File: src/rtl/bdw_pkg.sv
package bdw_pkg;

    typedef enum logic [2:0] {
        S_IDLE,
        S_FETCH,
        S_CHECK,
        S_XFER_GO,
        S_XFER_WAIT,
        S_WRITEBACK
    } walk_state_e;

    localparam logic [1:0] SEL_CTRL = 2'd0;
    localparam logic [1:0] SEL_HEAD = 2'd1;
    localparam logic [1:0] SEL_STOP = 2'd2;

    localparam int FETCH_STEPS = 5;
    localparam int STEP_W      = 3;

    localparam int SOF_BIT     = 27;
    localparam int EOF_BIT     = 26;
    localparam int DONE_BIT    = 31;
    localparam int DID_LSB     = 8;
    localparam logic [2:0] STATUS_WORD = 3'd7;

    // Word offset inside a descriptor for each fetch step.
    function automatic logic [2:0] step_word(input logic [STEP_W-1:0] step);
        logic [2:0] w;
        unique case (step)
            3'd0:    w = 3'd0;
            3'd1:    w = 3'd2;
            3'd2:    w = 3'd4;
            3'd3:    w = 3'd6;
            default: w = STATUS_WORD;
        endcase
        return w;
    endfunction

endpackage

File: src/rtl/bdw_cfg_regs.sv
module bdw_cfg_regs
    import bdw_pkg::*;
#(
    parameter int DW = 32,
    parameter int AW = 32
) (
    input  logic          clk,
    input  logic          rst_n,
    input  logic          wr_en,
    input  logic [1:0]    wr_sel,
    input  logic [DW-1:0] wr_data,
    output logic          run,
    output logic          stop_wr,
    output logic [AW-1:0] stop_eff,
    output logic          head_wr,
    output logic [AW-1:0] head_data,
    output logic          err_clr
);

    logic          ctrl_wr;
    logic [AW-1:0] stop_q;

    always_comb begin
        ctrl_wr   = wr_en && (wr_sel == SEL_CTRL);
        stop_wr   = wr_en && (wr_sel == SEL_STOP);
        head_wr   = wr_en && (wr_sel == SEL_HEAD);
        head_data = wr_data[AW-1:0];
        err_clr   = ctrl_wr && !wr_data[0];
        // A stop write in flight is already visible to the end-of-chain compare.
        stop_eff  = stop_wr ? wr_data[AW-1:0] : stop_q;
    end

    always_ff @(posedge clk or negedge rst_n) begin
        if (!rst_n) begin
            run    <= 1'b0;
            stop_q <= '0;
        end else begin
            if (ctrl_wr) run <= wr_data[0];
            if (stop_wr) stop_q <= wr_data[AW-1:0];
        end
    end

    assert_run_tracks_ctrl_R13: assert property (@(posedge clk) disable iff (!rst_n)
        ctrl_wr |=> (run == $past(wr_data[0])));

endmodule

File: src/rtl/bdw_desc_latch.sv
module bdw_desc_latch
    import bdw_pkg::*;
#(
    parameter int DW    = 32,
    parameter int AW    = 32,
    parameter int LEN_W = 16,
    parameter int ID_W  = 4
) (
    input  logic              clk,
    input  logic              rst_n,
    input  logic              cap_en,
    input  logic [STEP_W-1:0] step,
    input  logic [DW-1:0]     rdata,
    output logic [AW-1:0]     next_ptr,
    output logic [AW-1:0]     buf_addr,
    output logic [LEN_W-1:0]  len,
    output logic              sof,
    output logic              eof,
    output logic [ID_W-1:0]   src_id,
    output logic [ID_W-1:0]   dst_id,
    output logic              already_done
);

    logic [DW-1:0] words_q [FETCH_STEPS];

    for (genvar g = 0; g < FETCH_STEPS; g++) begin : g_word
        always_ff @(posedge clk or negedge rst_n) begin
            if (!rst_n) begin
                words_q[g] <= '0;
            end else if (cap_en && (step == STEP_W'(g))) begin
                words_q[g] <= rdata;
            end
        end
    end

    always_comb begin
        next_ptr     = words_q[0][AW-1:0];
        buf_addr     = words_q[1][AW-1:0];
        src_id       = words_q[2][ID_W-1:0];
        dst_id       = words_q[2][DID_LSB+ID_W-1:DID_LSB];
        len          = words_q[3][LEN_W-1:0];
        sof          = words_q[3][SOF_BIT];
        eof          = words_q[3][EOF_BIT];
        already_done = words_q[4][DONE_BIT];
    end

    logic unused_bits;
    assign unused_bits = ^{words_q[0], words_q[1], words_q[2], words_q[3], words_q[4]};

endmodule

File: src/rtl/bdw_walk_fsm.sv
module bdw_walk_fsm
    import bdw_pkg::*;
#(
    parameter int DW    = 32,
    parameter int AW    = 32,
    parameter int LEN_W = 16
) (
    input  logic              clk,
    input  logic              rst_n,
    input  logic              run,
    input  logic              stop_wr,
    input  logic [AW-1:0]     stop_eff,
    input  logic              head_wr,
    input  logic [AW-1:0]     head_data,
    input  logic              err_clr,
    input  logic [AW-1:0]     next_ptr,
    input  logic [LEN_W-1:0]  len,
    input  logic              already_done,
    output logic              cap_en,
    output logic [STEP_W-1:0] step,
    output logic              mem_req,
    output logic              mem_we,
    output logic [AW-1:0]     mem_addr,
    output logic [DW-1:0]     mem_wdata,
    input  logic              mem_ack,
    output logic              xfer_start,
    input  logic              xfer_done,
    input  logic [LEN_W-1:0]  xfer_bytes,
    output logic [AW-1:0]     active_desc_o,
    output logic              idle_o,
    output logic              halted_o,
    output logic              err_o
);

    localparam logic [STEP_W-1:0] LAST_STEP = STEP_W'(FETCH_STEPS - 1);

    walk_state_e       state_q, state_d;
    logic [STEP_W-1:0] step_q;
    logic [AW-1:0]     cur_q;
    logic              resume_q;
    logic              err_q;
    logic [LEN_W-1:0]  bytes_q;
    logic              start_ok;
    logic              at_stop;

    assign start_ok = stop_wr && run && !err_q;
    assign at_stop  = (cur_q == stop_eff);

    // State register
    always_ff @(posedge clk or negedge rst_n) begin
        if (!rst_n) state_q <= S_IDLE;
        else        state_q <= state_d;
    end

    // Next state
    always_comb begin
        state_d = state_q;
        unique case (state_q)
            S_IDLE:      if (start_ok) state_d = S_FETCH;
            S_FETCH:     if (mem_ack && (step_q == LAST_STEP)) state_d = S_CHECK;
            S_CHECK: begin
                if (already_done)     state_d = S_IDLE;
                else if (len == '0)   state_d = S_WRITEBACK;
                else                  state_d = S_XFER_GO;
            end
            S_XFER_GO:   state_d = S_XFER_WAIT;
            S_XFER_WAIT: if (xfer_done) state_d = S_WRITEBACK;
            S_WRITEBACK: begin
                if (mem_ack) begin
                    if (at_stop || !run) state_d = S_IDLE;
                    else                 state_d = S_FETCH;
                end
            end
            default:     state_d = S_IDLE;
        endcase
    end

    // Outputs
    always_comb begin
        mem_req    = 1'b0;
        mem_we     = 1'b0;
        mem_addr   = cur_q;
        mem_wdata  = '0;
        xfer_start = 1'b0;
        cap_en     = 1'b0;
        unique case (state_q)
            S_FETCH: begin
                mem_req  = 1'b1;
                mem_addr = cur_q + AW'({step_word(step_q), 2'b00});
                cap_en   = mem_ack;
            end
            S_WRITEBACK: begin
                mem_req   = 1'b1;
                mem_we    = 1'b1;
                mem_addr  = cur_q + AW'({STATUS_WORD, 2'b00});
                mem_wdata[LEN_W-1:0] = bytes_q;
                mem_wdata[DONE_BIT]  = 1'b1;
            end
            S_XFER_GO:   xfer_start = 1'b1;
            default:     ;
        endcase
        step          = step_q;
        active_desc_o = cur_q;
        idle_o        = (state_q == S_IDLE);
        halted_o      = (state_q == S_IDLE) && (!run || err_q);
        err_o         = err_q;
    end

    // Walk datapath
    always_ff @(posedge clk or negedge rst_n) begin
        if (!rst_n) begin
            step_q   <= '0;
            cur_q    <= '0;
            resume_q <= 1'b0;
            err_q    <= 1'b0;
            bytes_q  <= '0;
        end else begin
            if (err_clr) err_q <= 1'b0;
            unique case (state_q)
                S_IDLE: begin
                    if (head_wr) begin
                        cur_q    <= head_data;
                        resume_q <= 1'b0;
                    end
                    if (start_ok) begin
                        step_q <= '0;
                        if (resume_q) begin
                            cur_q    <= next_ptr;
                            resume_q <= 1'b0;
                        end
                    end
                end
                S_FETCH: if (mem_ack) step_q <= step_q + 1'b1;
                S_CHECK: begin
                    if (already_done)   err_q   <= 1'b1;
                    else if (len == '0) bytes_q <= '0;
                end
                S_XFER_WAIT: if (xfer_done) bytes_q <= xfer_bytes;
                S_WRITEBACK: begin
                    if (mem_ack) begin
                        step_q <= '0;
                        if (at_stop) resume_q <= 1'b1;
                        else         cur_q    <= next_ptr;
                    end
                end
                default: ;
            endcase
        end
    end

    assert_req_hold_R3: assert property (@(posedge clk) disable iff (!rst_n)
        (mem_req && !mem_ack) |=> (mem_req && $stable(mem_addr) && $stable(mem_we)));

    assert_start_pulse_R4: assert property (@(posedge clk) disable iff (!rst_n)
        xfer_start |=> !xfer_start);

    assert_wb_status_R5: assert property (@(posedge clk) disable iff (!rst_n)
        (mem_req && mem_we) |-> (mem_wdata[DONE_BIT] && (mem_addr[4:2] == STATUS_WORD)));

    assert_head_stable_R12: assert property (@(posedge clk) disable iff (!rst_n)
        ((state_q != S_IDLE) && !(mem_we && mem_ack)) |=> $stable(active_desc_o));

    assert_err_idle_R9: assert property (@(posedge clk) disable iff (!rst_n)
        $rose(err_q) |-> (state_q == S_IDLE && !xfer_start));

    assert_no_stale_xfer_R9: assert property (@(posedge clk) disable iff (!rst_n)
        xfer_start |-> !already_done);

    assert_no_empty_xfer_R10: assert property (@(posedge clk) disable iff (!rst_n)
        xfer_start |-> (len != '0));

endmodule

File: src/rtl/bd_chain_walker.sv
module bd_chain_walker
    import bdw_pkg::*;
#(
    parameter int DW    = 32,
    parameter int AW    = 32,
    parameter int LEN_W = 16,
    parameter int ID_W  = 4
) (
    input  logic             clk,
    input  logic             rst_n,
    input  logic             cfg_wr_en,
    input  logic [1:0]       cfg_wr_sel,
    input  logic [DW-1:0]    cfg_wr_data,
    output logic [AW-1:0]    active_desc_o,
    output logic             idle_o,
    output logic             halted_o,
    output logic             err_o,
    output logic             mem_req,
    output logic             mem_we,
    output logic [AW-1:0]    mem_addr,
    output logic [DW-1:0]    mem_wdata,
    input  logic             mem_ack,
    input  logic [DW-1:0]    mem_rdata,
    output logic             xfer_start,
    output logic [AW-1:0]    xfer_addr,
    output logic [LEN_W-1:0] xfer_len,
    output logic             xfer_sof,
    output logic             xfer_eof,
    output logic [ID_W-1:0]  xfer_src_id,
    output logic [ID_W-1:0]  xfer_dst_id,
    input  logic             xfer_done,
    input  logic [LEN_W-1:0] xfer_bytes
);

    logic              run, stop_wr, head_wr, err_clr;
    logic [AW-1:0]     stop_eff, head_data;
    logic              cap_en, already_done;
    logic [STEP_W-1:0] step;
    logic [AW-1:0]     next_ptr;

    bdw_cfg_regs #(.DW(DW), .AW(AW)) u_regs (
        .clk       (clk),
        .rst_n     (rst_n),
        .wr_en     (cfg_wr_en),
        .wr_sel    (cfg_wr_sel),
        .wr_data   (cfg_wr_data),
        .run       (run),
        .stop_wr   (stop_wr),
        .stop_eff  (stop_eff),
        .head_wr   (head_wr),
        .head_data (head_data),
        .err_clr   (err_clr)
    );

    bdw_desc_latch #(.DW(DW), .AW(AW), .LEN_W(LEN_W), .ID_W(ID_W)) u_latch (
        .clk          (clk),
        .rst_n        (rst_n),
        .cap_en       (cap_en),
        .step         (step),
        .rdata        (mem_rdata),
        .next_ptr     (next_ptr),
        .buf_addr     (xfer_addr),
        .len          (xfer_len),
        .sof          (xfer_sof),
        .eof          (xfer_eof),
        .src_id       (xfer_src_id),
        .dst_id       (xfer_dst_id),
        .already_done (already_done)
    );

    bdw_walk_fsm #(.DW(DW), .AW(AW), .LEN_W(LEN_W)) u_fsm (
        .clk           (clk),
        .rst_n         (rst_n),
        .run           (run),
        .stop_wr       (stop_wr),
        .stop_eff      (stop_eff),
        .head_wr       (head_wr),
        .head_data     (head_data),
        .err_clr       (err_clr),
        .next_ptr      (next_ptr),
        .len           (xfer_len),
        .already_done  (already_done),
        .cap_en        (cap_en),
        .step          (step),
        .mem_req       (mem_req),
        .mem_we        (mem_we),
        .mem_addr      (mem_addr),
        .mem_wdata     (mem_wdata),
        .mem_ack       (mem_ack),
        .xfer_start    (xfer_start),
        .xfer_done     (xfer_done),
        .xfer_bytes    (xfer_bytes),
        .active_desc_o (active_desc_o),
        .idle_o        (idle_o),
        .halted_o      (halted_o),
        .err_o         (err_o)
    );

    assert_idle_quiet_R1: assert property (@(posedge clk) disable iff (!rst_n)
        idle_o |-> (!mem_req && !xfer_start));

endmodule

File: config.mk
export PLATFORM = sky130hd
export DESIGN_NAME = bd_chain_walker
export DESIGN_NICKNAME = d
export VERILOG_FILES = /design/src/rtl/bdw_pkg.sv /design/src/rtl/bdw_cfg_regs.sv /design/src/rtl/bdw_desc_latch.sv /design/src/rtl/bdw_walk_fsm.sv /design/src/rtl/bd_chain_walker.sv
export SDC_FILE = /design/constraint.sdc
export NUM_CORES = 1
export LEC_CHECK = 0
export BUFFER_PORTS_ARGS = -buffer_cell sky130_fd_sc_hd__buf_2
export CORE_ASPECT_RATIO = 1.5
export CORE_MARGIN = 1.5
export CORE_UTILIZATION = 59
export CTS_BUF_LIST = sky130_fd_sc_hd__clkbuf_4
export CTS_CLUSTER_SIZE = 16
export DETAILED_ROUTE_END_ITERATION = 8
export PLACE_DENSITY = 0.87
export SYNTH_ARGS = -nofsm -noshare
export SYNTH_HDL_FRONTEND = slang
export SYNTH_SLANG_ARGS = --single-unit
File: constraint.sdc
create_clock -name clk -period 5.68 [get_ports clk]
set_clock_uncertainty 0.15 [all_clocks]
set_input_delay 0.284 -clock clk [delete_from_list [all_inputs] [get_ports clk]]
set_output_delay 0.284 -clock clk [all_outputs]
set_load 0.02 [all_outputs]
==> results by stage <==
Routing:
- In this run, the number of DRC markers left after iteration 0 of detailed routing was 1159.
- After detailed routing, the number of remaining DRC violations is 0.
- Dividing the detail-routed wire length by the instance count gives around 22 um.
- The pre-antenna-repair detailed-routing pass consisted of 6 iterations.
- Across all layers, the routed design uses 9540 vias.
- The routed wire length is ~33 mm.
- The routed via count divided by cell count is approximately 6.4.
- The count of nets left with antenna violations once routing finished came out at 0.

Yosys:
- After synthesis the cells add up to 9848 um^2.
- After synthesis, the largest family of logic cells by area is simple AND/OR/NAND/NOR gates.
- Counting distinct cell types in the post-synthesis netlist gives 60.
- Synthesis produced 993 cells.
- After synthesis, the most frequently instantiated cells are dfrtp_1, nand2_1, mux2_2.
- Of the total synthesized cell area, the portion taken by AND, OR, NAND and NOR gates is 0.1528.
- Counting flops with a built-in enable in the synthesized netlist gives 0.
- Of the total synthesized cell area, the portion taken by full adders, half adders and majority gates is 0.01220.
- For this run, asynchronously set or reset flops after synthesis account for 1.000.
- The top-area cell type share of the netlist area is 0.4574.
- The synthesized design contains 180 register bits.
- The cell with the most instances after synthesis is dfrtp_1.
- Of the total synthesized cell area, the portion taken by XOR and XNOR cells is 0.04358.
- The share of the synthesized area in compound gates (AO/OA/AOI/OAI) was 0.1520.
- The share of synthesized area spent on multiplexers is 0.1149.
- A synthesized cell averages about 10 um^2.
- The number of warning messages in the yosys log is 0.
- The most common flop cell mapped by yosys is dfrtp_1.
- Sorting the synthesized cells by area gives the leading types as dfrtp_1, mux2_2, o211ai_2, xnor2_1, nand2_1.
- The biggest area contributor in the post-synthesis netlist is dfrtp_1.
- The post-synthesis sequential area ratio is 0.4574.

Placement:
- After detailed placement, the design holds a cell count of roughly 1400.
- The routability congestion estimate is a little under 1.
- The post-detailed-placement half-perimeter wirelength is about 21 mm.
- In this run the tool buffered the top-level ports with roughly 230 buffer cells.

CTS:
- The H-tree depth is 4.
- The clock net sink count is between 150 and 200.
- The buffers inserted during post-CTS setup optimization is 0.
- The TritonCTS buffer count is 17.
- The clock tree from TritonCTS is yes.
- For the worst-skew pair, the clock arrives at the later sink with an insertion delay of roughly 0.61 ns.
- Clock-pin slew was measured on the worst setup and hold paths at about 0.15 ns.
- The number of buffers on the longest clock path is 2.
- The cell chosen for the clock root is clkbuf_4.

Worst setup path:
- The worst register-to-register path has a setup slack of between 1.5 and 2 ns.
- The required time at the endpoint of the critical path is between 5 and 6 ns.
- The worst setup path is launched from a flip-flop.
- The type of the worst setup path is reg -> out.
- The largest fanout of any net on the critical path is 24.
- The type of element capturing the critical path is an output port.
- The startpoint identified for the worst register-to-register timing path is u_fsm.active_desc_o[31].
- Data on the critical path arrives at its endpoint at 4.80 ns.
- The launching instance or port of the critical path is u_fsm.state_q[1].

Floorplanning:
- In this run the horizontal extent of the chip is ~110 um.
- The vertical die dimension is ~160 um.
- The floorplan core area is approximately 16000 um^2.
- The floorplan has 57 rows.
- The floorplan step defined a die boundary enclosing ~17000 um^2.
- The starting density of the core is 0.6056.
- Pin placement for this block handled about 250 I/O pins.

Pwr:
- The cell leakage power is between 0.005 and 0.006 uW.
- IR analysis of the VDD net gives a maximum drop of 0.0003531 V.
- In this run the power density over the cells is 486.5 nW/um^2.
- The design draws about 6000 uW.

Run status:
- The flow ran to the end, and the final reports show no timing, DRC or antenna violations.

Global routing:
- Entering global routing, the biggest net connects 68 pins.
- The overflow left after global routing is 0.
- The first global-routing pass estimated just over 50 mm of wire.
- For this run, the total global-route usage over all layers was measured as 0.3815.
- The number of global-route vias before repair is 9397.
- The number of antenna violations at the first check in global routing came to 1.

Timing:
- The tightest slew margin relative to the limit is 0.2283.
- The total negative setup slack is 0 ns.
- The worst path needs roughly 5.2 ns of the cycle, external delays included.
- Of the available clock period, the critical path in the final layout requires 0.9220.
- The final hold violation count is 0.
- Setup repair after global routing left no endpoint under its margin.
- For the pin with the worst max-slew slack, the measured transition is 1.158 ns.
- Based on the critical path, the design can be clocked at up to between 0.15 and 0.2 GHz.
- The final max-slew violation count is 0.
- Setup violations remaining at the end of the flow were counted as 0.

Min path:
- The startpoint of the worst hold path is cfg_wr_sel[1].
- The path class of the tightest hold or removal check is in -> reg.

Final layout:
- At the end of the flow the core is filled with cells to 0.7487.
- The layout net count is about 1400.
- The final-layout fill cell count is approximately 1100.
- The non-filler instance count after layout is roughly 1500.
- The synthesis-to-layout area growth is 23.62%.
- Of the cells placed in the final design, the portion with a size suffix greater than 1 is 0.3127.

Flow run:
- The number of max-cap violations is 0.
==> placed cells by master (no fill, tap or decap), types with 6 or more instances in the layout <==
master | netlist | layout
inv_1 | 53 | 53
mux2_2 | 80 | 80
and2_1 | 6 | 6
o221ai_1 | 8 | 8
clkbuf_4 | 0 | 17
buf_2 | 6 | 230
a31oi_1 | 28 | 28
nor4_1 | 10 | 10
and3_1 | 21 | 20
buf_4 | 19 | 14
xor2_1 | 8 | 8
o21ai_0 | 45 | 45
a21oi_1 | 29 | 28
nor2b_1 | 8 | 8
dlygate4sd3_1 | 0 | 84
nand4_1 | 39 | 39
mux2_1 | 16 | 16
ha_1 | 8 | 8
o211ai_2 | 30 | 30
nand3_1 | 61 | 61
nand2b_1 | 9 | 9
dfrtp_1 | 180 | 180
nor2_1 | 25 | 24
nor3_1 | 8 | 7
conb_1 | 1 | 15
o22ai_1 | 36 | 36
nand2_1 | 89 | 89
xnor2_1 | 41 | 41
==> registers in the layout, indices dropped and copies added (netlist names) <==
register / cells
u_fsm.step: 3
u_latch.len: 16
u_latch.already_done: 1
u_latch.next_ptr: 32
u_fsm.active_desc_o: 32
u_fsm.resume_q: 1
u_regs.run: 1
u_fsm.err_o: 1
u_latch.eof: 1
u_latch.dst_id: 4
u_fsm.bytes_q: 16
u_latch.buf_addr: 32
u_fsm.state_q: 3
u_latch.src_id: 4
u_regs.stop_q: 32
u_latch.sof: 1
==> final timing paths <==
path	endpoint	depth (start not counted)
min	u_regs.stop_q[23]	3
max	mem_addr[27]	14
min in group asynchronous	u_latch.len[14]	2
max in group asynchronous	u_regs.stop_q[28]	3
max reg2reg	u_fsm.active_desc_o[23]	8
min reg2reg	u_latch.buf_addr[2]	1
==> power breakdown <==
part	leakage, uW	internal [uW]	switching (uW)	total, uW
registers	0.00218	1740	591	2340
logic	0.00346	1070	1720	2790
clock network	0.000165	282	513	796
total	0.00581	3100	2830	5920
==> routing by layer <==
metal / vias up / GRT usage / wire, um
li1: 4089 / - / -
met1: 4522 / 0.4300 / 10950
met2: 728 / 0.6266 / 16110
met3: 201 / 0.1098 / 3159
met4: 0 / 0.2404 / 2421
met5: - / 0 / 0
==> critical path, cell delays in order, from the launching register on <==
cell      delay (ns)
dfrtp_1         0.55
nand2b_1        0.36
inv_2           0.24
and2_1          0.31
or2_2           0.32
or3_1           0.35
ha_1            0.29
a21o_1          0.12
a21oi_1         0.15
nor3_2          0.34
and2_1          0.24
nor2b_1         0.41
nand3_1         0.17
xnor2_1         0.17
buf_2           0.19
==> per-stage QoR <==
stage / setup slack (ns) / hold slack (ns) / instance area [um^2]
5_1_grt: 0.1998 / 0.005080 / 12170
3_5_place_dp: 1.020 / 0.1507 / 11010
2_1_floorplan: 1.774 / -0.1616 / 9901
4_1_cts: 0.3476 / 0.01009 / 12170
3_3_place_gp: 1.206 / 0.1411 / 11010
6_report: 0.4433 / 0.02738 / 12170
==> final cells by class <==
type | instances | area (um^2) | area share
diodes | 1 | 2.502 | 0.0002055
clock buffers | 17 | 127.6 | 0.01048
clock inverters | 15 | 187.7 | 0.01542
inverters | 56 | 210.2 | 0.01727
multi-input cells | 679 | 4776 | 0.3923
flip-flops and latches | 180 | 4504 | 0.3700
well taps | 206 | 257.7 | 0.02117
repair buffers | 329 | 2108 | 0.1732
==> repair_timing <==
item                                    in CTS  in global routing
endpoints found under the setup margin       0                  1
resized for setup                            0                  1
hold buffers                                84                  0
endpoints found under the hold margin      228                  0
==> cells by family (layout without fill, tap and decap cells) <==
kind of cell,after synthesis,count (layout)
and+or+nand+nor,294,294
AOI/OAI and AO/OA,211,211
DFF,180,180
buffers and inverters,148,417
muxes,101,101
xor gates and xnor gates,49,49
adders and majority gates,9,9
other,1,16
No activity file was read; power rests on OpenSTA's default activity.
